===== config.mk =====
export PLATFORM = sky130hd
export DESIGN_NAME = smbr_target
export DESIGN_NICKNAME = d
export VERILOG_FILES = /design/src/rtl/smbr_pkg.sv /design/src/rtl/smbr_sync.sv /design/src/rtl/smbr_strap.sv /design/src/rtl/smbr_regs.sv /design/src/rtl/smbr_fsm.sv /design/src/rtl/smbr_target.sv
export SDC_FILE = /design/constraint.sdc
export NUM_CORES = 1
export LEC_CHECK = 0
export ABC_CLOCK_PERIOD_IN_PS = 1740
export BUFFER_PORTS_ARGS = -buffer_cell sky130_fd_sc_hd__buf_2
export CAP_MARGIN = 25
export CORE_MARGIN = 3
export CORE_UTILIZATION = 55
export DETAILED_ROUTE_END_ITERATION = 7
export PLACE_DENSITY = 0.82
export SKIP_CTS_REPAIR_TIMING = 1
export SYNTH_ARGS = -nofsm -noshare
export SYNTH_HDL_FRONTEND = slang
export SYNTH_SLANG_ARGS = --single-unit

===== constraint.sdc =====
create_clock -name clk -period 1.74 [get_ports clk]
set_input_delay 0 -clock clk [delete_from_list [all_inputs] [get_ports clk]]
set_output_delay 0 -clock clk [all_outputs]
set_load 0.005 [all_outputs]

===== src/rtl/smbr_pkg.sv =====
// Package: shared types and constants for the management-bus register target.
// Assumes an eight-byte register file and five buffer outputs.
package smbr_pkg;
    localparam int NREG = 8;
    localparam int NOUT = 5;

    typedef enum logic [2:0] {
        S_IDLE, S_RXBYTE, S_RXACK, S_TXBYTE, S_TXACK, S_WAIT
    } eng_state_t;

    typedef enum logic [1:0] {
        PH_ADDR, PH_INDEX, PH_COUNT, PH_DATA
    } rx_phase_t;

    // Maps the three strap levels to the target address.
    function automatic logic [6:0] strap_to_addr(input logic [1:0] lvl);
        case (lvl)
            2'b00:   return 7'h6B;
            2'b01:   return 7'h6C;
            default: return 7'h6D;
        endcase
    endfunction

    // Writable-bit mask per register byte.
    function automatic logic [7:0] wr_mask(input int unsigned i);
        case (i)
            0:       return 8'h0F;
            1:       return 8'h07;
            2:       return 8'h0F;
            3:       return 8'h01;
            7:       return 8'h1F;
            default: return 8'h00;
        endcase
    endfunction

    // Reset value per register byte.
    function automatic logic [7:0] rst_val(input int unsigned i);
        case (i)
            0:       return 8'h0F;
            1:       return 8'h06;
            2:       return 8'h0F;
            3:       return 8'h01;
            7:       return 8'h08;
            default: return 8'h00;
        endcase
    endfunction
endpackage


===== src/rtl/smbr_sync.sv =====
// Module: synchronises SCL and SDA into the system clock and flags bus events.
// Assumes the system clock oversamples SCL by a wide margin; the lines idle high.
module smbr_sync #(
    parameter int STAGES = 2
) (
    input  logic clk,
    input  logic rst_n,
    input  logic scl_in,
    input  logic sda_in,
    output logic sda_s,
    output logic start_det,
    output logic stop_det,
    output logic scl_rise,
    output logic scl_fall
);
    logic [STAGES-1:0] scl_ff;
    logic [STAGES-1:0] sda_ff;
    logic              scl_p;
    logic              sda_p;
    logic              scl_s;

    // Synchroniser chains plus one delayed copy for edge detection.
    always_ff @(posedge clk) begin
        if (!rst_n) begin
            scl_ff <= '1;
            sda_ff <= '1;
            scl_p  <= 1'b1;
            sda_p  <= 1'b1;
        end else begin
            scl_ff <= {scl_ff[STAGES-2:0], scl_in};
            sda_ff <= {sda_ff[STAGES-2:0], sda_in};
            scl_p  <= scl_ff[STAGES-1];
            sda_p  <= sda_ff[STAGES-1];
        end
    end

    assign scl_s     = scl_ff[STAGES-1];
    assign sda_s     = sda_ff[STAGES-1];
    assign start_det = scl_s & scl_p & sda_p & ~sda_s;
    assign stop_det  = scl_s & scl_p & ~sda_p & sda_s;
    assign scl_rise  = scl_s & ~scl_p;
    assign scl_fall  = ~scl_s & scl_p;
endmodule


===== src/rtl/smbr_strap.sv =====
// Module: latches the target address from the strap on the first power-good rise.
// Assumes pwr_good is synchronous to clk; a reset re-arms the latch.
module smbr_strap (
    input  logic       clk,
    input  logic       rst_n,
    input  logic       pwr_good,
    input  logic [1:0] strap_lvl,
    output logic [6:0] tgt_addr,
    output logic       addr_valid
);
    import smbr_pkg::*;

    logic pg_d;

    // One-shot capture of the strap level on the first power-good rising edge.
    always_ff @(posedge clk) begin
        if (!rst_n) begin
            pg_d       <= 1'b0;
            addr_valid <= 1'b0;
            tgt_addr   <= '0;
        end else begin
            pg_d <= pwr_good;
            if (pwr_good && !pg_d && !addr_valid) begin
                tgt_addr   <= strap_to_addr(strap_lvl);
                addr_valid <= 1'b1;
            end
        end
    end
endmodule


===== src/rtl/smbr_regs.sv =====
// Module: eight-byte control register file with masked writes and a read mux.
// Assumes one write per cycle; the identity bytes are constants from parameters.
module smbr_regs #(
    parameter logic [3:0] REV_ID   = 4'h0,
    parameter logic [1:0] DEV_TYPE = 2'b11,
    parameter int         IDX_W    = 8,
    parameter int         CNT_W    = 5
) (
    input  logic                       clk,
    input  logic                       rst_n,
    input  logic                       wr_en,
    input  logic [IDX_W-1:0]           wr_idx,
    input  logic [7:0]                 wr_data,
    input  logic [IDX_W-1:0]           rd_idx,
    output logic [7:0]                 rd_data,
    output logic [CNT_W-1:0]           rd_count,
    output logic [smbr_pkg::NOUT-1:0]  out_en,
    output logic [1:0]                 amp_sel,
    output logic [smbr_pkg::NOUT-1:0]  slew_fast
);
    import smbr_pkg::*;

    localparam int RB = $clog2(NREG);

    logic [NREG-1:0][7:0] regs;

    // Masked byte writes; bits outside the mask keep their value.
    always_ff @(posedge clk) begin
        for (int i = 0; i < NREG; i++) begin
            if (!rst_n) begin
                regs[i] <= rst_val(i);
            end else if (wr_en && wr_idx == IDX_W'(i)) begin
                regs[i] <= (regs[i] & ~wr_mask(i)) | (wr_data & wr_mask(i));
            end
        end
    end

    // Read mux: constant identity bytes and 8'hFF for reserved or out-of-range.
    always_comb begin
        if (rd_idx >= IDX_W'(NREG)) begin
            rd_data = 8'hFF;
        end else begin
            case (rd_idx[RB-1:0])
                3'd4:    rd_data = 8'hFF;
                3'd5:    rd_data = {REV_ID, 4'b0001};
                3'd6:    rd_data = {DEV_TYPE, 6'b000101};
                default: rd_data = regs[rd_idx[RB-1:0]];
            endcase
        end
    end

    assign rd_count  = regs[7][CNT_W-1:0];
    assign out_en    = {regs[1][2], regs[0][3:0]};
    assign amp_sel   = regs[1][1:0];
    assign slew_fast = {regs[3][0], regs[2][3:0]};
endmodule


===== src/rtl/smbr_fsm.sv =====
// Module: bit-level bus engine for indexed block writes and counted block reads.
// Assumes clean event pulses from smbr_sync; SDA changes only after an SCL fall.
module smbr_fsm #(
    parameter int IDX_W = 8,
    parameter int CNT_W = 5
) (
    input  logic             clk,
    input  logic             rst_n,
    input  logic             active,
    input  logic             start_det,
    input  logic             stop_det,
    input  logic             scl_rise,
    input  logic             scl_fall,
    input  logic             sda_s,
    input  logic [6:0]       tgt_addr,
    input  logic             addr_valid,
    input  logic [CNT_W-1:0] rd_count,
    input  logic [7:0]       rd_data,
    output logic [IDX_W-1:0] rd_idx,
    output logic             wr_en,
    output logic [IDX_W-1:0] wr_idx,
    output logic [7:0]       wr_data,
    output logic             sda_oe
);
    import smbr_pkg::*;

    eng_state_t       state;
    rx_phase_t        phase;
    logic [7:0]       sh;
    logic [3:0]       bitcnt;
    logic [IDX_W-1:0] idx;
    logic [7:0]       wr_left;
    logic [CNT_W-1:0] rd_left;
    logic             go_tx;
    logic             host_ack;
    logic             accept;
    logic [7:0]       nxt_byte;
    logic [7:0]       cnt_byte;

    // Decide whether the byte just received is acknowledged.
    always_comb begin
        case (phase)
            PH_ADDR: accept = addr_valid && (sh[7:1] == tgt_addr);
            PH_DATA: accept = (wr_left != 8'd0);
            default: accept = 1'b1;
        endcase
    end

    assign nxt_byte = (rd_left != '0) ? rd_data : 8'hFF;
    assign cnt_byte = {{(8-CNT_W){1'b0}}, rd_count};
    assign rd_idx   = idx;
    assign wr_idx   = idx;
    assign wr_data  = sh;
    assign wr_en    = active && !start_det && !stop_det && (state == S_RXBYTE)
                      && scl_fall && (bitcnt == 4'd8) && (phase == PH_DATA)
                      && (wr_left != 8'd0);

    // Engine sequencing: bus events first, then per-state bit handling.
    always_ff @(posedge clk) begin
        if (!rst_n) begin
            state    <= S_IDLE;
            phase    <= PH_ADDR;
            sh       <= '0;
            bitcnt   <= '0;
            idx      <= '0;
            wr_left  <= '0;
            rd_left  <= '0;
            go_tx    <= 1'b0;
            host_ack <= 1'b0;
            sda_oe   <= 1'b0;
        end else if (!active) begin
            state  <= S_IDLE;
            sda_oe <= 1'b0;
        end else if (start_det) begin
            state  <= S_RXBYTE;
            phase  <= PH_ADDR;
            bitcnt <= '0;
            go_tx  <= 1'b0;
            sda_oe <= 1'b0;
        end else if (stop_det) begin
            state  <= S_IDLE;
            sda_oe <= 1'b0;
        end else begin
            case (state)
                S_RXBYTE: begin
                    if (scl_rise && bitcnt < 4'd8) begin
                        sh     <= {sh[6:0], sda_s};
                        bitcnt <= bitcnt + 4'd1;
                    end else if (scl_fall && bitcnt == 4'd8) begin
                        if (accept) begin
                            sda_oe <= 1'b1;
                            state  <= S_RXACK;
                        end else begin
                            state <= S_WAIT;
                        end
                        case (phase)
                            PH_ADDR: begin
                                go_tx <= sh[0];
                                phase <= PH_INDEX;
                            end
                            PH_INDEX: begin
                                idx   <= sh;
                                phase <= PH_COUNT;
                            end
                            PH_COUNT: begin
                                wr_left <= sh;
                                phase   <= PH_DATA;
                            end
                            default: begin
                                if (wr_left != 8'd0) begin
                                    idx     <= idx + IDX_W'(1);
                                    wr_left <= wr_left - 8'd1;
                                end
                            end
                        endcase
                    end
                end
                S_RXACK: begin
                    if (scl_fall) begin
                        bitcnt <= '0;
                        if (go_tx) begin
                            sh      <= cnt_byte;
                            sda_oe  <= ~cnt_byte[7];
                            rd_left <= rd_count;
                            state   <= S_TXBYTE;
                        end else begin
                            sda_oe <= 1'b0;
                            state  <= S_RXBYTE;
                        end
                    end
                end
                S_TXBYTE: begin
                    if (scl_fall) begin
                        if (bitcnt == 4'd7) begin
                            sda_oe <= 1'b0;
                            state  <= S_TXACK;
                        end else begin
                            bitcnt <= bitcnt + 4'd1;
                            sh     <= {sh[6:0], 1'b0};
                            sda_oe <= ~sh[6];
                        end
                    end
                end
                S_TXACK: begin
                    if (scl_rise) begin
                        host_ack <= ~sda_s;
                    end else if (scl_fall) begin
                        if (host_ack) begin
                            sh     <= nxt_byte;
                            sda_oe <= ~nxt_byte[7];
                            bitcnt <= '0;
                            state  <= S_TXBYTE;
                            if (rd_left != '0) begin
                                idx     <= idx + IDX_W'(1);
                                rd_left <= rd_left - CNT_W'(1);
                            end
                        end else begin
                            state <= S_WAIT;
                        end
                    end
                end
                default: ;
            endcase
        end
    end
endmodule


===== src/rtl/smbr_target.sv =====
// Module: top of the bus register target; wires synchroniser, strap latch,
// engine and register file. Assumes an external open-drain pad driven by
// sda_drive_low and a pull-up on the bus.
module smbr_target #(
    parameter logic [3:0] REV_ID      = 4'h0,
    parameter logic [1:0] DEV_TYPE    = 2'b11,
    parameter int         SYNC_STAGES = 2
) (
    input  logic       clk,
    input  logic       rst_n,
    input  logic       refclk_ok,
    input  logic       pwr_good,
    input  logic [1:0] strap_lvl,
    input  logic       scl_in,
    input  logic       sda_in,
    output logic       sda_drive_low,
    output logic [4:0] out_en,
    output logic [1:0] amp_sel,
    output logic [4:0] slew_fast
);
    localparam int IDX_W = 8;
    localparam int CNT_W = 5;

    logic             sda_s, start_det, stop_det, scl_rise, scl_fall;
    logic [6:0]       tgt_addr;
    logic             addr_valid;
    logic [IDX_W-1:0] rd_idx, wr_idx;
    logic [7:0]       rd_data, wr_data;
    logic             wr_en;
    logic [CNT_W-1:0] rd_count;

    smbr_sync #(.STAGES(SYNC_STAGES)) u_sync (
        .clk(clk), .rst_n(rst_n), .scl_in(scl_in), .sda_in(sda_in),
        .sda_s(sda_s), .start_det(start_det), .stop_det(stop_det),
        .scl_rise(scl_rise), .scl_fall(scl_fall)
    );

    smbr_strap u_strap (
        .clk(clk), .rst_n(rst_n), .pwr_good(pwr_good), .strap_lvl(strap_lvl),
        .tgt_addr(tgt_addr), .addr_valid(addr_valid)
    );

    smbr_fsm #(.IDX_W(IDX_W), .CNT_W(CNT_W)) u_fsm (
        .clk(clk), .rst_n(rst_n), .active(refclk_ok),
        .start_det(start_det), .stop_det(stop_det),
        .scl_rise(scl_rise), .scl_fall(scl_fall), .sda_s(sda_s),
        .tgt_addr(tgt_addr), .addr_valid(addr_valid),
        .rd_count(rd_count), .rd_data(rd_data), .rd_idx(rd_idx),
        .wr_en(wr_en), .wr_idx(wr_idx), .wr_data(wr_data),
        .sda_oe(sda_drive_low)
    );

    smbr_regs #(.REV_ID(REV_ID), .DEV_TYPE(DEV_TYPE), .IDX_W(IDX_W), .CNT_W(CNT_W)) u_regs (
        .clk(clk), .rst_n(rst_n), .wr_en(wr_en), .wr_idx(wr_idx),
        .wr_data(wr_data), .rd_idx(rd_idx), .rd_data(rd_data),
        .rd_count(rd_count), .out_en(out_en), .amp_sel(amp_sel),
        .slew_fast(slew_fast)
    );
endmodule


==> impl_metrics.tcl <==
set metrics [dict create \
    drive_above_1_share_pct 38.86 \
    tritoncts "built" \
    drtPass1Iterations 6 \
    ys_types 69 \
    yosysWarningCount 0 \
    syn_nets 517 \
    antenna_left 0 \
    synthToLayoutAreaGrowth_pct 40.95 \
    cp_data_required_time_ns 2.01 \
    antenna_found_initial 0 \
    clock_sinks 69 \
    start_kind "flop" \
    arrival_ns 2.34 \
    ir_drop_mv 0.5361 \
    final_nets 631 \
    clock_path_buffers 2 \
    globalplace.congestion 1.003 \
    ys_seq_area_share_pct 34.20 \
    maxCapViolCount 0 \
    wl_met2_um 6729 \
    synth-seq-cells 69 \
    crit_path_max_fanout 3 \
    clk_latency_ns 0.37 \
    grt_usage_pct 28.93 \
    min_period_ns 2.073 \
    start_util_pct 58.16 \
    avgSynthCellArea_um2 8.143 \
    htreeDepth 3 \
    slew_viol_final 0 \
    vias 4816 \
    crit_type "reg -> reg" \
    whs_path_depth 3 \
    syn_area_um2 4039 \
    synthArstFlopShare_pct 0 \
    drt_wl_total_um 14960 \
    place.port_buffers 20 \
    topRoutingLayerUsed "met4" \
    wirelength_met1_um 5653 \
    rsz0062_at_grt "yes" \
    first_global_vias 4118 \
    viasPerCell 6.774 \
    cts_buffers 9 \
    grt_pass1_wl_um 19770 \
    hold_violations 0 \
    dp_cells 670 \
    grt_max_degree 44 \
    whs_ns 0.07071 \
    synth_top_flop_cell "dfxtp_1" \
    slew_headroom_pct 67.53 \
    worst_pin_slew_ns 0.4819 \
    cts-root-buf "clkbuf_8" \
    fp.dieW_um 91.70 \
    synth_enable_flop_cells 0 \
    wl_per_cell_um 21.04 \
    design_area_um2 5693 \
    r2r_cells 7 \
    drt_iter0_drc 830 \
    clk_pin_slew_ns 0.08 \
    fmax_mhz 482.5 \
    total_power_uw 3507 \
    fin_skew_ns 0.01922 \
    crit_path_end_kind "flop" \
    coreArea_um2 6944 \
    grt_overflow_total 0 \
    ios 21 \
    failed_checks "negative setup slack" \
    finalNonFillerCells 711 \
    power.static_leakage_uw 0.002334 \
    tns_ns -10.82 \
    finalCritPeriodShare_pct 119.1 \
    finalSetupViolCount 54 \
    power_density_nw_per_um2 616.1 \
    wl_met3_um 1639 \
    synth_cells 496 \
    rows 30 \
    drc 0 \
    diodes 0 \
    outcome "complete, but fails checks" \
    dpl.hpwl_um 8594 \
    postPlaceCellArea_um2 4891 \
    die_y_um 91.70 \
    design.die.area_um2 8408 \
    min_path_type "in -> reg" \
    setup_ws_ns -0.3326 \
]
[report_power, final]
| group | switching [uW] | leakage, uW | internal, uW |
|---|---|---|---|
| Combinational | 160 | 0.00165 | 101 |
| Sequential | 16.5 | 0.000563 | 1590 |
| Clock | 647 | 0.000121 | 991 |
| Total | 823 | 0.00233 | 2680 |
[final cells by class]
cell class,count,area [um^2]
Multi-Input combinational cell,372,2828
Sequential cell,69,1403
Fill cell,372,1251
Timing Repair Buffer,137,1021
Clock buffer,12,145.1
Tap cell,96,120.1
Clock inverter,4,95.09
Inverter,21,81.33
[cell usage after synthesis (7+ instances only)]
library cell,count,area share (%)
o211ai_1,11,2.0
o311ai_0,7,1.5
a31oi_1,9,1.4
nand2b_1,11,1.7
inv_1,20,1.9
nor3_1,15,1.9
ha_1,13,4.0
nand3_1,11,1.4
nor3b_1,8,1.5
clkbuf_1,24,2.2
nand2_1,37,3.4
o31ai_1,9,1.7
nor2b_1,10,1.5
nor2_1,43,4.0
a21oi_1,42,5.2
dfxtp_1,69,34
o21ai_0,30,3.7
buf_2,7,0.87
mux2i_1,16,4.0
[metal layers]
layer	vias to the layer above	track usage (%)
met4	0	13.12
met5	-	0
met3	125	5.168
li1	2061	-
met2	411	46.68
met1	2219	37.67
[placed cells by master, fill, tap and decap left out, drive strengths merged, types with 7 or more instances in the layout]
master and count:
nor2 43, o21ai 30, nand2b 11, inv 20, ha 13, nand3 11
clkbuf 13, buf 131, nor3 16, a21oi 42, o211ai 11, nor2b 10
o31ai 9, nor3b 8, nand2 39, dfxtp 69, o311ai 7, a31oi 9
a211oi 8, mux2i 16
[state kept, by name, indices dropped and copies added (netlist names)]
| signal | flops |
|---|---|
| u_fsm.bitcnt | 4 |
| u_fsm.go_tx | 1 |
| u_fsm.host_ack | 1 |
| u_fsm.phase | 2 |
| u_fsm.rd_idx | 8 |
| u_fsm.rd_left | 5 |
| u_fsm.sda_oe | 1 |
| u_fsm.state | 3 |
| u_fsm.wr_data | 8 |
| u_fsm.wr_left | 8 |
| u_regs.amp_sel | 2 |
| u_regs.out_en | 5 |
| u_regs.rd_count | 5 |
| u_regs.slew_fast | 5 |
| u_strap.pg_d | 1 |
| u_strap.tgt_addr | 4 |
| u_sync.scl_ff | 2 |
| u_sync.scl_p | 1 |
| u_sync.sda_ff | 2 |
| u_sync.sda_p | 1 |
[cells by family (layout without fill, tap and decap cells)]
logic type | count (synthesis) | after routing | synth area share [%]
buffers and inverters | 56 | 174 | 5.886
DFF | 69 | 69 | 34.20
muxes | 18 | 18 | 4.802
AOI/OAI and AO/OA | 151 | 151 | 24.97
adders and majority gates | 13 | 13 | 4.027
and+or+nand+nor | 184 | 185 | 25.03
xor gates and xnor gates | 5 | 5 | 1.084
[per-stage QoR]
stage / setup WS, ns / utilization [%]
after CTS: -0.4031 / 73.89
after floorplan: -0.07970 / -
after global placement: -0.4171 / 70.43
after detailed placement: -0.3939 / 70.43
after global routing: -0.3916 / 81.98
final: -0.3326 / 81.98
[path summary, 6_finish.rpt]
| check | slack (ns) | to | from |
|---|---|---|---|
| worst min register to register | 0.42 | u_sync.scl_ff[1] | u_sync.scl_ff[0] |
| worst max-delay path | -0.33 | u_fsm.state[0] | u_fsm.wr_left[1] |
| worst max register to register | -0.33 | u_fsm.state[0] | u_fsm.wr_left[1] |
| worst min-delay path | 0.07 | u_sync.scl_ff[1] | rst_n |
[critical path, cell delays in order, from the launching register on]
cell      delay (ns)
dfxtp_2         0.33
inv_2           0.09
ha_4            0.14
or3b_4          0.40
o21a_4          0.24
a211oi_4        0.36
a31oi_4         0.16
a221oi_2        0.26
(Power assumes the default switching activity.)
